**config.mk**
```make
export PLATFORM = sky130hd
export DESIGN_NAME = audio_subframe_tx
export DESIGN_NICKNAME = d
export VERILOG_FILES = /design/src/rtl/audio_subframe_tx.sv
export SDC_FILE = /design/constraint.sdc
export NUM_CORES = 1
export LEC_CHECK = 0
export ABC_AREA = 1
export ABC_CLOCK_PERIOD_IN_PS = 2550
export BUFFER_PORTS_ARGS = -buffer_cell sky130_fd_sc_hd__buf_2
export CAP_MARGIN = 20
export CORE_ASPECT_RATIO = 0.8
export CORE_MARGIN = 5
export CORE_UTILIZATION = 40
export CTS_CLUSTER_DIAMETER = 100
export CTS_CLUSTER_SIZE = 25
export DETAILED_ROUTE_END_ITERATION = 10
export PLACE_DENSITY_LB_ADDON = 0.12
export SYNTH_ARGS = -nofsm -noshare
export SYNTH_HDL_FRONTEND = slang
export SYNTH_SLANG_ARGS = --single-unit
```
**constraint.sdc**
```tcl
create_clock -name clk -period 2.55 [get_ports clk]
set_clock_uncertainty 0.1 [all_clocks]
set_input_delay 0.51 -clock clk [delete_from_list [all_inputs] [get_ports clk]]
set_output_delay 0.51 -clock clk [all_outputs]
set_load 0.05 [all_outputs]
```
**src/rtl/audio_subframe_tx.sv**
```systemverilog
module audio_subframe_tx #(
  parameter int START_DLY = 17
) (
  input  logic        clk,
  input  logic        rst_n,
  input  logic        fsync,
  input  logic        lr_mode,
  input  logic [1:0]  mck_sel,
  input  logic        audio_on,
  input  logic        valid_bit,
  input  logic        crc_en,
  input  logic [23:0] aud_a,
  input  logic [23:0] aud_b,
  input  logic        user_bit,
  input  logic        cs_bit,
  output logic        tx_p,
  output logic        tx_n,
  output logic        sf_chan_b,
  output logic [7:0]  sf_frame
);
  localparam int DW = (START_DLY < 2) ? 1 : $clog2(START_DLY);
  localparam logic [7:0] LAST_FR = 8'd191;
  localparam logic [7:0] CRC_FR  = 8'd184;

  logic          fs_q, waiting, run, act, line, lvl0;
  logic [DW-1:0] dly;
  logic [2:0]    acc, kval;
  logic [5:0]    hc;
  logic [27:0]   dat;
  logic [7:0]    crc_a, crc_b, pre;

  function automatic logic [7:0] crc_step(input logic [7:0] c, input logic b);
    logic fb;
    fb = b ^ c[7];
    return {c[6:0], 1'b0} ^ (fb ? 8'h1D : 8'h00);
  endfunction

  always_comb
    case (mck_sel)
      2'd0:    kval = 3'd2;
      2'd1:    kval = 3'd3;
      2'd2:    kval = 3'd4;
      default: kval = 3'd6;
    endcase

  wire        fs_edge = lr_mode ? (fs_q & ~fsync) : (fsync & ~fs_q);
  wire [3:0]  asum    = {1'b0, acc} + 4'd2;
  wire        tick    = run && (asum >= {1'b0, kval});

  wire [4:0]  slot    = hc[5:1];
  wire [4:0]  didx    = slot - 5'd4;
  wire [23:0] aud     = audio_on ? (sf_chan_b ? aud_b : aud_a) : 24'd0;
  wire [7:0]  crc_cur = sf_chan_b ? crc_b : crc_a;
  wire        c_out   = (crc_en && sf_frame >= CRC_FR) ? crc_cur[3'd7 - sf_frame[2:0]] : cs_bit;
  wire [26:0] body    = {c_out, user_bit, valid_bit, aud};
  wire [27:0] word    = {^body, body};
  wire [7:0]  crc_nxt = crc_step((sf_frame == 8'd0) ? 8'hFF : crc_cur, cs_bit);
  wire        lvl     = (hc == 6'd0) ? line : lvl0;

  always_comb
    if (sf_chan_b)             pre = 8'b11100100;
    else if (sf_frame == 8'd0) pre = 8'b11101000;
    else                       pre = 8'b11100010;

  logic nline;
  always_comb
    if (slot < 5'd4)  nline = pre[3'd7 - hc[2:0]] ^ lvl;
    else if (!hc[0])  nline = ~line;
    else              nline = line ^ dat[didx];

  always_ff @(posedge clk) begin
    fs_q <= fsync;
    if (!rst_n) begin
      waiting <= 1'b0; run <= 1'b0; act <= 1'b0; line <= 1'b0; lvl0 <= 1'b0;
      dly <= '0; acc <= '0; hc <= '0; dat <= '0;
      crc_a <= 8'hFF; crc_b <= 8'hFF; sf_chan_b <= 1'b0; sf_frame <= 8'd0;
    end else begin
      if (!run && !waiting && fs_edge) begin
        waiting <= 1'b1;
        dly     <= '0;
      end else if (waiting) begin
        if (dly == DW'(START_DLY - 1)) begin
          run     <= 1'b1;
          waiting <= 1'b0;
        end else
          dly <= dly + 1'b1;
      end
      if (run) acc <= tick ? 3'(asum - {1'b0, kval}) : asum[2:0];
      if (tick) begin
        act  <= 1'b1;
        line <= nline;
        hc   <= hc + 6'd1;
        if (hc == 6'd0) begin
          dat  <= word;
          lvl0 <= line;
          if (sf_frame < CRC_FR) begin
            if (sf_chan_b) crc_b <= crc_nxt;
            else           crc_a <= crc_nxt;
          end
        end
        if (hc == 6'd63) begin
          sf_chan_b <= ~sf_chan_b;
          if (sf_chan_b) sf_frame <= (sf_frame == LAST_FR) ? 8'd0 : sf_frame + 8'd1;
        end
      end
    end
  end

  assign tx_p = act & line;
  assign tx_n = act & ~line;
endmodule

```
==> impl_results.md, run 1 <==
* Outcome: complete, no violations
* Worst path top cell family by delay: simple AND/OR/NAND/NOR gates
* Reg-to-Reg End: sf_frame[6]
* FMAX at 433 MHz
* WHS Path Cells at 1
* Routed WL at 12,700 um
* Most used flip-flop cell after synthesis: dfxtp_1
* FP Rows at 36
* Clock tree buffer depth at 2
* Slew Limit Fails at 0
* Clock tree from TritonCTS: yes
* HP Class: input pin to register
* WS Path Type: register to register
* Critical path data required time at 2670 ps
* IO Pins at 70
* Max-cap violations at 0
* Proportion of layout cells with a drive suffix above 1 at 15.5%
* Wirelength per Cell at 12.1 um
* FF-to-FF Start: acc[0]
* Post-synthesis sequential area ratio at 29.8%
* Core Region at 12,100 sq um
* WHS Endpoint: fs_q
* Die W at 134 um
* Reg2reg path depth at 13
* Setup Fix Bufs, Post-CTS at 0
* Pwr Total at 2720 uW
* Final Hold Viols at 0
* Setup violators final at 0
* Min Tclk post-route at 2310 ps
* Starting density of the core at 40.6%
* Initial antenna violation count at 0
* Worst IR Drop VDD at 378 uV
* Yosys reg bits at 73
* Top post-synthesis cells by area: dfxtp_1 (30%), nand2_1 (20%), nand3_1 (10%)
* Rel. slew slack at 72.0%
* Buf+Inv Stages, Crit Path at 2
* Crit-path max FO at 6
* Post-synth top area share at 29.8%
* Initial drt markers at 274
* Clock Sinks at 73
* Pwr per Cell Area at 462 nW/um^2
* Post-DRT Antenna Nets at 0
* Synth top cells by count: nand2_1 (264), inv_1 (108), nand3_1 (98)
* DRC at 0
* Mapped Area at 4900 sq um
* Most instantiated library cell after synthesis: nand2_1
* Number of global-route vias before repair at 4,840
* Pleak at 0.00301 uW
* Total CTS buffers at 9
* Final #Nets at 965
* Antenna diodes at 0
* Hold Crit Start: fsync
* DP Worst Slack at -148 ps
* Yosys cell types at 36
* Syn Area/Cell at 6.05 sq um
* Final period util at 90.6%
* Non-Filler Instances at 1,050
* CP Capture Type: register
* Area growth from synthesis to final layout at 19.9%
* Setup TNS at 0 ps
* DRT Pass-1 Iters at 5
* First-pass GRT wire length at 21,700 um
* Vias at 5,129
* Die boundary height at 109 um
* H-tree depth at 3
* RSZ-0062 raised after global routing: false
* Worst Tran Pin Value at 420 ps
* Arr. time, crit path at 2430 ps
* Reg clk slew, reported paths at 60 ps
* Worst skew pair latency at 340 ps
* Syn Nets at 882
* Gate Count Post-Synth at 810
* Yosys warns at 0
* Filler cell count at 1,254
* Top cell type by total area after synthesis: dfxtp_1
* Critical path's slowest cell: fa_1
* Gr usage total at 18.1%
* CP peak stage delay at 390 ps
* CTS root buffer: clkbuf_16
* Largest net degree at the start of global routing at 35
* CP Cell Sequence: inv_1 > ha_1 > fa_1 > nand2_1 > nand3b_1 > nand2_1 > nand2_2 > nor3_4 > nand3_4 > nor3_4 > inv_1 > o21ai_0 > a21oi_1
* Setup crit start kind: register
* GRT overflow at 0
* Global placement routability congestion at 0.879
* HPWL Detailed at 9770 um
* Post-synth ARST share at 0%
* Placed cells at 1,034
* Port Buffers at 69
* EDFF count, synth at 0
* Worst setup margin at 239 ps
* Full die area at 14,600 sq um
* Vias per cell at 4.88
* R2R Setup Slk at 240 ps
[how the worst max path moves through the flow]
stage	from	to	slack [ps]	cells after the start
2_1_floorplan	mck_sel[1]	crc_b[4]	6	14
3_3_place_gp	mck_sel[0]	sf_frame[6]	-60	15
3_5_place_dp	mck_sel[1]	sf_frame[6]	-150	15
4_1_cts	acc[0]	sf_frame[6]	160	13
5_1_grt	mck_sel[1]	sf_frame[4]	40	15
6_report	acc[0]	sf_frame[6]	240	13
[layout by cell type, fill, tap and decap left out, types with 2 or more instances in the layout]
cell type	synthesis	layout
nand2_1	264	264
inv_1	108	108
nand3_1	98	98
dfxtp_1	73	72
buf_2	8	69
o21ai_0	58	58
a21oi_1	57	57
nor2_1	41	41
buf_4	4	31
ha_1	11	11
o21ai_1	10	10
clkbuf_16	0	9
nand4_1	7	7
inv_2	6	6
nor3_1	6	6
xor2_1	5	5
clkinv_1	4	4
nor3_4	3	4
nor3b_1	4	4
xnor2_1	3	3
o211ai_1	3	3
buf_12	0	3
nand2_2	2	2
o21bai_1	2	2
nand3_2	3	2
fa_1	2	2
clkinv_2	0	2
clkinvlp_4	0	2
[power by group]
| group | switching, uW | internal (uW) |
|---|---|---|
| sequential | 2.97 | 1140 |
| clock | 497 | 781 |
| combinational | 178 | 114 |
[flip-flops by register name, summed over array words and instances (netlist names)]
signal	count
lvl0	1
fs_q	1
line	1
act	1
waiting	1
crc_a	8
sf_frame	8
acc	3
hc	6
sf_chan_b	1
dly	5
run	1
crc_b	8
dat	28
[repair_timing]
action | in CTS | in global routing
resized for setup | 0 | 2
endpoints found under the setup margin | 0 | 2
hold buffers | 0 | 0
[stage by stage]
step	hold slack (ps)	instance area, sq um	util [%]
6_report	191	5880	48.7
5_1_grt	175	5880	48.7
4_1_cts	178	5860	48.6
3_5_place_dp	345	5570	46.1
3_3_place_gp	345	5570	46.1
2_1_floorplan	329	4900	-
[cell type report]
class / count / area [sq um] / share of cell area, %
multi-input cells: 588 / 2850 / 48.4
flip-flops and latches: 73 / 1460 / 24.9
repair buffers: 103 / 638 / 10.9
inverters: 118 / 443 / 7.54
clock buffers: 11 / 243 / 4.13
well taps: 152 / 190 / 3.24
clock inverters: 5 / 55.1 / 0.937
[metal layers]
metal,up-vias,global-route usage (%),share of wire [%]
li1,2744,-,-
met1,2285,22.3,48
met2,86,31.8,46
met3,14,4.34,5.1
met4,0,4.77,1.0
met5,-,0,0
[kinds of logic (layout without fill, tap and decap cells)]
logic type               count (synthesis)  in the layout  share of synthesized area, %
buffers and inverters                  149            237                          12.4
multiplexers                             1              1                         0.204
adder cells (fa/ha/maj)                 13             13                          3.63
AND/OR/NAND/NOR                        433            433                          38.2
XOR/XNOR                                 9              9                          1.76
flip-flops                              73             73                          29.8
AO/OA/AOI/OAI                          132            132                          14.0
Note: power is estimated with default switching activity, not from simulation.
==> run 2: changes to the inputs <==
--- a/config.mk
+++ b/config.mk
@@ -15,6 +15,7 @@
 export CTS_CLUSTER_DIAMETER = 100
 export CTS_CLUSTER_SIZE = 25
 export DETAILED_ROUTE_END_ITERATION = 10
+export MAX_ROUTING_LAYER = met4
 export PLACE_DENSITY_LB_ADDON = 0.12
 export SYNTH_ARGS = -nofsm -noshare
 export SYNTH_HDL_FRONTEND = slang
==> impl_results.md, run 2 (synthesis results as in run 1) <==
* Outcome: complete, no violations (unchanged)
* DRT Pass-1 Iters at 5 (unchanged)
* WS Path Type: register to register (unchanged)
* Largest net degree at the start of global routing at 35 (unchanged)
* Setup crit start kind: register (unchanged)
* H-tree depth at 3 (unchanged)
* Clock tree from TritonCTS: yes (unchanged)
* Total CTS buffers at 9 (unchanged)
* Hold Buf Count CTS at 0 (unchanged)
* DRC at 0 (unchanged)
* Commonest non-fill, non-tap cells in the layout: nand2_1 (264), inv_1 (108), nand3_1 (98), dfxtp_1 (72), buf_2 (69) (unchanged)
* Worst IR Drop VDD at 378 uV (about the same)
* Fin area at 5880 sq um (unchanged)
* Final period util at 90.7% (was 90.6%)
* Final hold slack at 190 ps (was 191 ps)
* Global placement routability congestion at 0.894 (was 0.879)
* Slew Limit Fails at 0 (unchanged)
* CTS root buffer: clkbuf_16 (unchanged)
* Die W at 134 um (unchanged)
* Clock Sinks at 73 (unchanged)
* Critical path's slowest cell: fa_1 (unchanged)
* Commonest non-fill, non-tap cell in the layout: nand2_1 (unchanged)
* Vias per cell at 4.88 (about the same)
* Gr usage total at 18.6% (was 18.1%)
* Filler cell count at 1,254 (unchanged)
* Biggest register: dat (unchanged)
* Arr. time, crit path at 2440 ps (was 2430 ps)
* Crit-path max FO at 6 (unchanged)
* Initial drt markers at 240 (was 274)
* Full die area at 14,600 sq um (unchanged)
* Pwr per Cell Area at 463 nW/um^2 (was 462 nW/um^2)
* Port Buffers at 69 (unchanged)
* Vias at 5,122 (was 5,129)
* Area growth from synthesis to final layout at 19.9% (unchanged)
* Starting density of the core at 40.6% (unchanged)
* HP Class: input pin to register (unchanged)
* Seq. cell area at 1460 sq um (unchanged)
* Proportion of layout cells with a drive suffix above 1 at 15.5% (unchanged)
* Die boundary height at 109 um (unchanged)
* Max-cap violations at 0 (unchanged)
* Rel. slew slack at 72.1% (was 72.0%)
* Final #Nets at 965 (unchanged)
* RSZ-0062 raised after global routing: false (unchanged)
* Non-Filler Instances at 1,050 (unchanged)
* FMAX at 432 MHz (was 433 MHz)
* Antenna diodes at 0 (unchanged)
* CP peak stage delay at 390 ps (about the same)
* Max reg flops at 28 (unchanged)
* Multi-input logic area at 2850 sq um (unchanged)
* HPWL Detailed at 9770 um (unchanged)
* IO Pins at 70 (unchanged)
* Initial antenna violation count at 0 (unchanged)
* Worst Tran Pin Value at 419 ps (was 420 ps)
* Critical path data required time at 2670 ps (about the same)
* Setup TNS at 0 ps (unchanged)
* CP Cell Sequence: inv_1 > ha_1 > fa_1 > nand2_1 > nand3b_1 > nand2_1 > nand2_2 > nor3_4 > nand3_4 > nor3_4 > inv_1 > o21ai_0 > a21oi_1 (unchanged)
* Clock tree buffer depth at 2 (unchanged)
* First-pass GRT wire length at 21,800 um (was 21,700 um)
* Post-DRT Antenna Nets at 0 (unchanged)
* Number of global-route vias before repair at 4,841 (was 4,840)
* FP Rows at 36 (unchanged)
* Core Region at 12,100 sq um (unchanged)
* Final Hold Viols at 0 (unchanged)
* Pleak at 0.00301 uW (unchanged)
* Setup violators final at 0 (unchanged)
* DP Worst Slack at -148 ps (unchanged)
* Dpl cell area at 5570 sq um (unchanged)
* Min Tclk post-route at 2310 ps (about the same)
* CP Capture Type: register (unchanged)
* Reg clk slew, reported paths at 60 ps (about the same)
* Wirelength per Cell at 12.1 um (about the same)
* Worst setup margin at 237 ps (was 239 ps)
* Routed WL at 12,700 um (about the same)
* Placed cells at 1,034 (unchanged)
* GRT overflow at 0 (unchanged)
* Worst skew pair latency at 340 ps (about the same)
## run 2: cell counts in the layout (fill, tap and decap cells not counted)
Identical to the previous run, type by type.
## run 2: final timing paths
check,startpoint,endpoint,slack [ps],cells after the start
worst max-delay path,acc[0],sf_frame[6],240,13
worst min-delay path,fsync,fs_q,190,1
worst max register to register,acc[0],sf_frame[6],240,13
worst min register to register,crc_a[6],crc_a[6],350,2
## run 2: layout make-up
type	instances	share of cell area, %
clock inverter	5	0.937
clock buffer	11	4.13
timing repair buffer	103	10.9
multi-input combinational	588	48.4
tap	152	3.24
sequential	73	24.9
inverter	118	7.54
## run 2: stage by stage
stage / total power [uW] / util, %
after global placement: 1460 / 46.1
after CTS: 2750 / 48.6
final: 2720 / 48.7
after global routing: 2840 / 48.7
after detailed placement: 1460 / 46.1
after floorplan: 1360 / -
## run 2: layer usage
| layer | vias to the layer above | share of wire, % | track usage, % | wire, um |
|---|---|---|---|---|
| li1 | 2743 | - | - | - |
| met1 | 2285 | 48 | 22.4 | 6110 |
| met2 | 82 | 46 | 31.8 | 5880 |
| met3 | 12 | 4.9 | 4.06 | 622 |
| met4 | 0 | 0.97 | 4.77 | 124 |
| met5 | - | 0 | - | 0 |
## run 2: repair_timing
| item | CTS | global route |
|---|---|---|
| setup buffers | 0 | 0 |
| endpoints found under the setup margin | 0 | 2 |
| gates resized for setup | 0 | 2 |
## run 2: report_power, final
group / total, uW / internal (uW) / switching (uW)
combinational: 292 / 114 / 178
clock: 1280 / 781 / 500
sequential: 1150 / 1140 / 2.97
total: 2720 / 2040 / 681
## run 2: critical path: cells and delay by family, from the launching register on
| kind | cells | cell delay, ps |
|---|---|---|
| flops | 1 | 320 |
| buf+inv | 2 | 120 |
| fa+ha+maj | 2 | 590 |
| compound gates | 2 | 230 |
| simple gates | 7 | 830 |
==> run 3: changes to the inputs <==
--- a/config.mk
+++ b/config.mk
@@ -5,13 +5,14 @@
 export SDC_FILE = /design/constraint.sdc
 export NUM_CORES = 1
 export LEC_CHECK = 0
-export ABC_AREA = 1
+export ABC_AREA = 0
 export ABC_CLOCK_PERIOD_IN_PS = 2550
 export BUFFER_PORTS_ARGS = -buffer_cell sky130_fd_sc_hd__buf_2
 export CAP_MARGIN = 20
 export CORE_ASPECT_RATIO = 0.8
 export CORE_MARGIN = 5
 export CORE_UTILIZATION = 40
+export CTS_BUF_LIST = sky130_fd_sc_hd__clkbuf_2 sky130_fd_sc_hd__clkbuf_4 sky130_fd_sc_hd__clkbuf_8
 export CTS_CLUSTER_DIAMETER = 100
 export CTS_CLUSTER_SIZE = 25
 export DETAILED_ROUTE_END_ITERATION = 10
==> impl_results.md, run 3 <==
* Max-cap violations at 0 (unchanged)
* Yosys reg bits at 73 (unchanged)
* FMAX at 403 MHz (was 432 MHz)
* Setup crit start kind: register (unchanged)
* Reg clk slew, reported paths at 80 ps (was 60 ps)
* Most instantiated library cell after synthesis: dfxtp_1 (was nand2_1)
* Starting density of the core at 41.2% (was 40.6%)
* Vias at 3,561 (was 5,122)
* Area growth from synthesis to final layout at 22.0% (was 19.9%)
* Port Buffers at 69 (unchanged)
* Number of global-route vias before repair at 3,629 (was 4,841)
* IO Pins at 70 (unchanged)
* Worst IR Drop VDD at 293 uV (was 378 uV)
* Final #Nets at 644 (was 965)
* Routed WL at 10,200 um (was 12,700 um)
* Top cell type by total area after synthesis: dfxtp_1 (unchanged)
* FP Rows at 34 (was 36)
* Worst Tran Pin Value at 455 ps (was 419 ps)
* Gate Count Post-Synth at 481 (was 810)
* Mapped Area at 4510 sq um (was 4900 sq um)
* Gr usage total at 16.4% (was 18.6%)
* Full die area at 13,500 sq um (was 14,600 sq um)
* Worst skew pair latency at 350 ps (was 340 ps)
* Total CTS buffers at 9 (unchanged)
* Syn Area/Cell at 9.37 sq um (was 6.05 sq um)
* Post-synth top area share at 32.4% (was 29.8%)
* EDFF count, synth at 0 (unchanged)
* Post-DRT Antenna Nets at 0 (unchanged)
* Synth Area in XOR/XNOR at 13.6% (was 1.76%)
* Proportion of layout cells with a drive suffix above 1 at 30.2% (was 15.5%)
* Synth top cells by count: dfxtp_1 (73), nand2_1 (69), xnor2_1 (40) (was nand2_1 (264), inv_1 (108), nand3_1 (98))
* Mux cell area share after synthesis at 20.7% (was 0.204%)
* Clock Sinks at 73 (unchanged)
* Placed cells at 704 (was 1,034)
* Dpl cell area at 5280 sq um (was 5570 sq um)
* Simple-gate share of the synthesized area at 16.9% (was 38.2%)
* Final period util at 97.4% (was 90.7%)
* Wirelength per Cell at 14.2 um (was 12.1 um)
* Post-synthesis compound-gate area fraction at 8.30% (was 14.0%)
* HPWL Detailed at 7980 um (was 9770 um)
* Filler cell count at 1,044 (was 1,254)
* Seq. cell area at 1470 sq um (was 1460 sq um)
* Post-synth ARST share at 0% (unchanged)
* Commonest non-fill, non-tap cells in the layout: nand2_1 (69), dfxtp_1 (69), buf_2 (69), xnor2_1 (40), buf_4 (37) (was nand2_1 (264), inv_1 (108), nand3_1 (98), dfxtp_1 (72), buf_2 (69))
* Core Region at 10,900 sq um (was 12,100 sq um)
* Global placement routability congestion at 0.782 (was 0.894)
* Fin area at 5500 sq um (was 5880 sq um)
* DRC at 0 (unchanged)
* Crit-path max FO at 4 (was 6)
* Most used flip-flop cell after synthesis: dfxtp_1 (unchanged)
* Syn Nets at 553 (was 882)
* Min Tclk post-route at 2480 ps (was 2310 ps)
* CTS root buffer: clkbuf_8 (was clkbuf_16)
* Adder-cell share of the synthesized area at 3.94% (was 3.63%)
* Initial drt markers at 136 (was 240)
* Post-synthesis sequential area ratio at 32.4% (was 29.8%)
* Biggest register: dat (unchanged)
* HP Class: input pin to register (unchanged)
* Pwr per Cell Area at 445 nW/um^2 (was 463 nW/um^2)
* Clock tree from TritonCTS: yes (unchanged)
* Critical path data required time at 2690 ps (was 2670 ps)
* Vias per cell at 4.95 (was 4.88)
* WS Path Type: register to register (unchanged)
* Outcome: complete, no violations (unchanged)
* RSZ-0062 raised after global routing: true (was false)
* H-tree depth at 3 (unchanged)
* Setup violators final at 0 (unchanged)
* Die boundary height at 105 um (was 109 um)
* Pleak at 0.00218 uW (was 0.00301 uW)
* DRT Pass-1 Iters at 5 (unchanged)
* Slew Limit Fails at 0 (unchanged)
* Multi-input logic area at 2910 sq um (was 2850 sq um)
* GRT overflow at 0 (unchanged)
* Largest family of logic cells by synthesized area: multiplexers (was simple AND/OR/NAND/NOR gates)
* Antenna diodes at 0 (unchanged)
* Yosys cell types at 47 (was 36)
* Pwr Total at 2450 uW (was 2720 uW)
* Max reg flops at 28 (unchanged)
* Die W at 129 um (was 134 um)
* Non-Filler Instances at 720 (was 1,050)
* Largest net degree at the start of global routing at 31 (was 35)
* Initial antenna violation count at 0 (unchanged)
* Final Hold Viols at 0 (unchanged)
* Yosys warns at 0 (unchanged)
* Top post-synthesis cells by area: dfxtp_1 (32%), mux2i_1 (8.0%), xnor2_1 (7.8%) (was dfxtp_1 (30%), nand2_1 (20%), nand3_1 (10%))
* Arr. time, crit path at 2630 ps (was 2440 ps)
* CP Capture Type: register (unchanged)
* Clock tree buffer depth at 2 (unchanged)
* Rel. slew slack at 68.8% (was 72.1%)
* First-pass GRT wire length at 17,500 um (was 21,800 um)
==> run 3: changes by cell type after synthesis, moves of 11 or more <==
| cell | before | now |
|---|---|---|
| a21boi_0 | 0 | 26 |
| a21oi_1 | 57 | 5 |
| inv_1 | 108 | 17 |
| mux2_2 | 0 | 24 |
| mux2i_1 | 1 | 36 |
| mux4_2 | 0 | 11 |
| nand2_1 | 264 | 69 |
| nand3_1 | 98 | 26 |
| nor2_1 | 41 | 19 |
| o21ai_0 | 58 | 4 |
| xnor2_1 | 3 | 40 |
| xor2_1 | 5 | 25 |
==> run 3: layer usage <==
metal	up-vias	wire (um)	part of all wire, %	global-route usage, %
met1	1681	5020	49	22.0
met5	-	0	0	-
met3	4	427	4.2	4.69
met2	44	4740	46	25.0
met4	0	52	0.51	2.70
li1	1832	-	-	-
==> run 3: critical path, cell delays in order (launching register included) <==
cell      delay [ps]
dfxtp_4          370
mux4_1           530
mux4_2           470
mux2i_1          150
buf_4            140
xnor3_1          220
nor4bb_1         140
a311o_1          260
==> run 3: layout make-up <==
type,instances,area share (%)
inverters,17,1.16
repair buffers,108,12.1
flip-flops and latches,73,26.8
clock buffers,10,2.50
well taps,144,3.28
clock inverters,5,1.43
multi-input cells,363,52.8
==> run 3: worst paths after layout <==
| kind | cells past startpoint | end | slack (ps) | start |
|---|---|---|---|---|
| setup / recovery | 7 | dat[27] | 70 | sf_frame[1] |
| hold reg to reg | 2 | dat[23] | 360 | dat[23] |
| hold / removal | 1 | fs_q | 190 | fsync |
| setup reg to reg | 7 | dat[27] | 70 | sf_frame[1] |
==> run 3: logic make-up (layout without fill, tap and decap cells) <==
| logic type | after synthesis | in the layout |
|---|---|---|
| AOI/OAI and AO/OA | 51 | 51 |
| xor gates and xnor gates | 67 | 67 |
| adders and majority gates | 13 | 13 |
| and+or+nand+nor | 159 | 159 |
| buffers and inverters | 45 | 140 |
| DFF | 73 | 73 |
| muxes | 73 | 73 |
==> run 3: what timing repair did <==
item,CTS,global route
buffers inserted,0,1
gates resized for setup,0,5
endpoints found under the setup margin,0,27
hold buffers,0,0
==> run 3: stage by stage <==
| stage | setup WS [ps] | setup TNS, ps | util (%) | hold slack [ps] |
|---|---|---|---|---|
| detailed placement | -255 | -8680 | 48.2 | 354 |
| CTS | 7.24 | 0 | 50.2 | 160 |
| global route | -26.3 | -26.3 | 50.3 | 157 |
| floorplan | -136 | -1700 | - | 338 |
| finish | 65.8 | 0 | 50.3 | 186 |
| global placement | -204 | -6740 | 48.2 | 349 |
==> run 3: where the power goes <==
| group | internal [uW] | leakage (uW) | switching [uW] | total [uW] |
|---|---|---|---|---|
| registers | 1140 | 0.000592 | 3.54 | 1140 |
| clock network | 571 | 0.000109 | 425 | 995 |
| logic | 166 | 0.00148 | 145 | 310 |
